--- src/rtl/pow2_xlate.sv ---
module pow2_xlate #(
  parameter int NWIN    = 8,
  parameter int STRIDE  = 8,
  parameter int MIN_EXP = 12,
  localparam int AW = $clog2(NWIN*STRIDE),
  localparam int SW = $clog2(STRIDE),
  localparam int IW = (NWIN > 1) ? $clog2(NWIN) : 1
) (
  input  logic          clk,
  input  logic          rst_n,
  input  logic          cfg_we,
  input  logic [AW-1:0] cfg_addr,
  input  logic [31:0]   cfg_wdata,
  input  logic          req_valid,
  input  logic [31:0]   req_addr,
  output logic          rsp_hit,
  output logic          rsp_miss,
  output logic [31:0]   rsp_addr,
  output logic [31:0]   rsp_attr,
  output logic [IW-1:0] rsp_win
);

  // STRIDE must be a power of two and at least 8 so that k fits the field.
  logic [31:MIN_EXP] src_q  [NWIN];
  logic [31:MIN_EXP] trl_q  [NWIN];
  logic [5:0]        exp_q  [NWIN];
  logic [31:0]       attr_q [NWIN];
  logic [31:0]       msk    [NWIN];
  logic [NWIN-1:0]   match;

  for (genvar w = 0; w < NWIN; w++) begin : g_win
    logic sel;
    logic en;
    assign sel = cfg_we && (cfg_addr[AW-1:SW] == (AW-SW)'(w));

    always_ff @(posedge clk) begin
      if (!rst_n) begin
        src_q[w]  <= '0;
        trl_q[w]  <= '0;
        exp_q[w]  <= '0;
        attr_q[w] <= '0;
      end else if (sel) begin
        case (cfg_addr[SW-1:0])
          SW'(0): begin
            src_q[w] <= cfg_wdata[31:MIN_EXP];
            exp_q[w] <= cfg_wdata[5:0];
          end
          SW'(2): trl_q[w]  <= cfg_wdata[31:MIN_EXP];
          SW'(4): attr_q[w] <= cfg_wdata;
          default: ;
        endcase
      end
    end

    always_comb
      for (int b = 0; b < 32; b++) msk[w][b] = (6'(b) >= exp_q[w]);

    assign en = (exp_q[w] >= 6'(MIN_EXP)) && (exp_q[w] <= 6'd32);
    assign match[w] = en &&
      (((req_addr[31:MIN_EXP] ^ src_q[w]) & msk[w][31:MIN_EXP]) == '0);
  end

  logic          any;
  logic [IW-1:0] pick;

  always_comb begin
    any  = 1'b0;
    pick = '0;
    for (int w = NWIN-1; w >= 0; w--)
      if (match[w]) begin
        any  = 1'b1;
        pick = IW'(w);
      end
  end

  assign rsp_hit  = req_valid && any;
  assign rsp_miss = req_valid && !any;
  assign rsp_win  = rsp_hit ? pick : '0;
  assign rsp_attr = rsp_hit ? attr_q[pick] : '0;
  assign rsp_addr = rsp_hit ?
    (({trl_q[pick], MIN_EXP'(0)} & msk[pick]) | (req_addr & ~msk[pick])) : '0;

  assert_hit_miss_excl_R7: assert property (@(posedge clk) disable iff (!rst_n)
    !(rsp_hit && rsp_miss));
  assert_flags_need_valid_R7: assert property (@(posedge clk) disable iff (!rst_n)
    req_valid == (rsp_hit || rsp_miss));
  assert_miss_drives_zero_R7: assert property (@(posedge clk) disable iff (!rst_n)
    rsp_miss |-> (rsp_addr == 32'd0 && rsp_attr == 32'd0 && rsp_win == '0));
  assert_page_offset_kept_R3: assert property (@(posedge clk) disable iff (!rst_n)
    rsp_hit |-> (rsp_addr[MIN_EXP-1:0] == req_addr[MIN_EXP-1:0]));

endmodule

--- config.mk ---
export PLATFORM = sky130hd
export DESIGN_NAME = pow2_xlate
export DESIGN_NICKNAME = d
export VERILOG_FILES = /design/src/rtl/pow2_xlate.sv
export SDC_FILE = /design/constraint.sdc
export NUM_CORES = 1
export LEC_CHECK = 0
export BUFFER_PORTS_ARGS = -buffer_cell sky130_fd_sc_hd__buf_2
export CORE_MARGIN = 3
export CORE_UTILIZATION = 30
export CTS_CLUSTER_SIZE = 25
export DETAILED_ROUTE_END_ITERATION = 10
export GPL_TIMING_DRIVEN = 0
export SLEW_MARGIN = 15
export SYNTH_ARGS = -nofsm -noshare
export SYNTH_HDL_FRONTEND = slang
export SYNTH_SLANG_ARGS = --single-unit
--- constraint.sdc ---
create_clock -name clk -period 18.3 [get_ports clk]
set_input_delay 4.575 -clock clk [delete_from_list [all_inputs] [get_ports clk]]
set_output_delay 4.575 -clock clk [all_outputs]
set_load 0.05 [all_outputs]
* Word-level counts from Yosys, hierarchy flattened
Memory sizes are Yosys's and may differ from the RTL's.
Cells that the tools add are included.
** Word-level totals
- Bits in read-only memories :: 0
- Output and inout bits :: 69
- Memory bits (writable) :: 624
- Memories kept :: 4
- Logic and storage cells :: 506
- Input port bits :: 74
- Register bits :: 0
- Bits in latches :: 0
** Cells by class
- Bitwise logic cells :: 53
- Magnitude comparators :: 273
- Div/mod/pow operators :: 0
- Muxes and demuxes :: 130
- Add/sub/neg operators :: 0
- Eq/ne operators :: 9
- $mul :: 0
- Reductions and logical operators :: 37
- Shift-type cells :: 0
** Memory list
- attr_q :: depth 8, bits a word 32, read ports 1, clocked after memory_dff 0, wr ports 8, line 27 : logic [31:0] attr_q [NWIN];
- src_q :: depth 8, bits a word 20, read ports 8, clocked after memory_dff 0, wr ports 8, line 24 : logic [31:MIN_EXP] src_q [NWIN];
- trl_q :: depth 8, bits a word 20, read ports 1, clocked after memory_dff 0, wr ports 8, line 25 : logic [31:MIN_EXP] trl_q [NWIN];
- exp_q :: depth 8, bits a word 6, read ports 8, clocked after memory_dff 0, wr ports 8, line 26 : logic [5:0] exp_q [NWIN];
** Operator list (count)
- 5-bit by 6-bit >= comparator with 1-bit output, first input constant :: 128
- 4-bit by 6-bit >= comparator with 1-bit output, first input constant :: 64
- 32-bit two-way mux :: 12
- 20-bit two-way mux :: 16
- 3-bit by 6-bit >= comparator with 1-bit output, first input constant :: 32
- 20-bit bitwise AND :: 8
- 20-bit zero test :: 8
- 20-bit bitwise XOR :: 8
- 32-bit binary-select mux with 3-bit select :: 1
- 1-bit by 6-bit >= comparator with 1-bit output, first input constant :: 16
- 2-bit by 6-bit >= comparator with 1-bit output, first input constant :: 16
- 1-bit two-way mux :: 84
- 32-bit bitwise AND :: 2
- 6-bit by 4-bit >= comparator with 1-bit output, second input constant :: 8
- 6-bit less-or-equal comparator, second input constant :: 8
- 6-bit two-way mux :: 8
- 32-bit NOT :: 1
- 1-bit bitwise OR :: 32
- 32-bit bitwise OR :: 1
- 3-bit two-way mux :: 9
- 1-bit logical AND :: 26
- 3-bit equality test, second input constant :: 5
- 3-bit by 2-bit equality test with 1-bit output, second input constant :: 3
- 3-bit zero test :: 2
- 4 further kinds :: 4

* Depth between registers and ports, before layout
- Word-level depth :: 20
- Gate-level depth with buffers :: 17
- Mapped depth without buffers :: 11

* Worst setup path after synthesis
OpenSTA, ideal clock, no wires.
- Kind :: input -> output
- Start :: in req_addr[12]
- End :: out rsp_addr[14]
- Setup slack :: 4907 ps
- Data arrival time :: 8818 ps
- Stages :: 13
- Path buffers :: 4
- Data required time :: 13725 ps
- Path through :: buf_2 -> xor2_1 -> a32o_1 -> a221oi_1 -> nand4_1 -> or4b_2 -> o211ai_2 -> a21o_1 -> buf_6 -> buf_6 -> buf_4 -> a311oi_1 -> a2111oi_1
** On the way
- Longest elaborated chain between the ends :: 20
- Elaborated cells on any way between the ends :: 59
** RTL lines
- start: declaration :: line 15 : input logic [31:0] req_addr,
- 20-bit bitwise XOR :: line 60 : (((req_addr[31:MIN_EXP] ^ src_q[w]) & msk[w][31:MIN_EXP]) == '0);
- 20-bit bitwise AND :: line 60
- 20-bit zero test :: line 60
- 1-bit logical AND :: line 59 : assign match[w] = en &&
- 3-bit two-way mux (8 in a row) :: line 70 : if (match[w]) begin
- 3-bit NOT with 4-bit output (not written as such) :: line 81 : (({trl_q[pick], MIN_EXP'(0)} & msk[pick]) | (req_addr & ~msk[pick])) : '0;
- 32-bit binary-select mux with 3-bit select :: line 81
- 32-bit two-way mux (not written as such) (2 in a row) :: line 81
- 32-bit NOT :: line 81
- 32-bit bitwise AND :: line 81
- 32-bit bitwise OR :: line 81
- 32-bit two-way mux (*) :: line 80 : assign rsp_addr = rsp_hit ?
- end: declaration :: line 18 : output logic [31:0] rsp_addr,
Mark *: on every way between the ends. The rest lies on a longest branch, timed or not. The select of a mux whose other input is x is not followed.

* Worst setup path in the final report
- Start :: in req_addr[23]
- End :: out rsp_addr[16]
The elaborated chain is that of the path after synthesis.

==> impl_metrics.csv <==
group,metric,value,unit
clock_network,ctsHoldBuffers,0,
global_route,grt_max_degree,27,
route,via_per_inst,5.45,
global_route,antenna_found_initial,20,
global_route,grt_first_pass_wirelength,181000,µm
clock_network,cts_buffer_depth,3,
clock_network,cts_buffers,68,
synth,ys_ff_latch,624,
status,status,"finished, final reports clean",
synth,synth_area,33000,µm²
place,gp_congestion,1.03,
timing,period_share,0.824,
floorplanning,core.rowCount,121,
worst_setup_path,worst-path-buf-inv,5,
global_route,grt.total_usage,0.229,
synth,ys_types,87,
clock_network,post_cts_resized,0,
worst_setup_path,crit_chain,"buf_2 > xor2_1 > a222oi_1 > nor4b_2 > nand4_1 > nor4_2 > or4_1 > clkbuf_1 > o21ai_2 > inv_1 > clkbuf_1 > nand3_1 > mux2i_1 > buf_2",
clock_network,clk_transition_reported_paths,60,ps
synth,async_flop_share,0,
route,wl_per_cell,30.3,µm
power,peakVddDrop,0.0000900,V
place,dp_hpwl,97400,µm
worst_setup_path,path_delay_family,"buffers and inverters",
layout,regArea,18700,µm²
floorplanning,die-width,338,µm
clock_network,clock_sinks,624,
timing,timing.fmax,0.0663,GHz
worst_setup_path,slowest_delay,710,ps
floorplanning,ioPinCount,143,
worst_setup_path,cp.required,13730,ps
route,drt_iter0_drc,2942,
timing,slew_headroom,0.106,
worst_hold_path,min-delay-start,"cfg_wdata[8]",
worst_hold_path,holdPathStages,2,
route,drc,0,
clock_network,htree_num_levels,3,
synth,yosysWarningCount,0,
worst_setup_path,crit_fanout,10,
layout,finalNetCount,2953,
route,via_count,23800,
synth,synthCells,2664,
worst_setup_path,crit_slowest_cell,"nor4_2",
worst_hold_path,hold_end,"attr_q[7][8]$_SDFFCE_PN0P_",
floorplanning,initial_core_util,0.303,
place,place_ws,3550,ps
global_route,grt_pass1_vias,22800,
worst_setup_path,worstPathArrival,10510,ps
synth,synth_edf_count,624,
timing,worst_slack,3210,ps
floorplanning,core,109000,µm²
layout,drive_gt1_frac,0.166,
synth,yosysSeqAreaShare,0.568,
worst_setup_path,path_class,"primary input to output port",
floorplanning,die_area,114000,µm²
timing,setup_viol,0,
timing,hold_viol,0,
layout,multiInputGateArea,13400,µm²
timing,rsz0062_at_grt,"false",
timing,worst_pin_slew,1340,ps
synth,syn_nets,2738,
route,wl,132000,µm
route,first_pass_iters,9,
layout,final_common_cell,"and2_1",
layout,syn_to_final_growth,16.7,%
power,leakage,13.5,nW
synth,synth.avg_cell_area,12.4,µm²
power,fin_total_pwr,3.53,mW
floorplanning,die_h,338,µm
power,power_density,91.8,nW/µm²
worst_setup_path,startpoint_type,"primary input",
global_route,grt_overflow,0,
clock_network,cts_tree,"done",
layout,fillerInstances,10800,
layout,layout_common_cells,"and2_1 (654), edfxtp_1 (624), buf_2 (174), clkbuf_1 (164)",
worst_hold_path,hp-class,"primary input to flop",
clock_network,clock-root-buffer,"clkbuf_16",
worst_setup_path,cp-end-kind,"output port",
route,ant_nets,0,
timing,finalMaxSlewViolations,0,
place,io_buffers,121,
timing,finalCriticalPeriod,15090,ps
run,drv_cap,0,
timing,setup_tns,0,ps
clock_network,cts_setup_buffers,0,
synth,ys.flop_type,"edfxtp_1",
-- area by class of cell --
type / count / area share
Antenna cell: 14 / 0.000910
Timing Repair Buffer: 145 / 0.0307
Buffer: 239 / 0.0294
Sequential cell: 624 / 0.487
Tap cell: 1414 / 0.0459
Inverter: 11 / 0.00107
Clock inverter: 44 / 0.0132
Multi-Input combinational cell: 1790 / 0.347
Clock buffer: 79 / 0.0453
-- synthesized netlist by cell type, types with 27 or more instances --
cell	n	share of area
nand2_1	119	0.014
mux2i_1	57	0.017
xor2_1	86	0.023
clkbuf_1	155	0.018
xnor2_1	74	0.020
mux4_2	84	0.057
a22o_1	38	0.010
nor2_1	119	0.014
and2_1	654	0.12
edfxtp_1	624	0.57
o21ai_0	63	0.0096
buf_2	53	0.0080
a211oi_1	27	0.0061
nand3_1	31	0.0047
a21oi_1	80	0.012
-- kinds of logic after synthesis --
| group | share of synthesized area |
|---|---|
| compound gates | 0.0927 |
| buf+inv | 0.0354 |
| flops | 0.568 |
| mux | 0.0805 |
| simple gates | 0.181 |
| xor+xnor | 0.0425 |
-- layer usage --
metal,track usage,vias up,wire (µm)
met1,0.315,12000,54800
met2,0.348,1326,58900
met4,0.106,4,6700
li1,-,10200,-
met5,0,-,16
met3,0.0447,248,11800
-- power by group --
group / switching (mW) / total, mW / internal, mW
logic: 0.306 / 0.446 / 0.141
registers: 0.0290 / 1.68 / 1.65
clock network: 0.618 / 1.41 / 0.794
-- state kept, by name, indices dropped and copies added, names as in the netlist --
name    flops
trl_q     160
exp_q      48
src_q     160
attr_q    256
-- worst max path at each step --
stage	depth (start not counted)	slack [ps]	from	endpoint
floorplan	13	4910	req_addr[12]	rsp_addr[14]
global placement	14	3220	req_addr[23]	rsp_addr[16]
detailed placement	14	3550	req_addr[23]	rsp_addr[16]
CTS	14	3540	req_addr[23]	rsp_addr[16]
global route	14	3320	req_addr[23]	rsp_addr[16]
finish	14	3210	req_addr[23]	rsp_addr[16]
-- stage by stage --
step           utilization  hold WS [ps]  instances  instance area, µm²
5_1_grt              0.353          4280       4348               38500
2_1_floorplan            -          4770       2664               33000
3_5_place_dp         0.332          4950       4223               36200
4_1_cts              0.353          4250       4346               38500
3_3_place_gp         0.325          4940       4199               35400
6_report             0.353          4280       4360               38500
No activity file was read; power rests on OpenSTA's default activity.
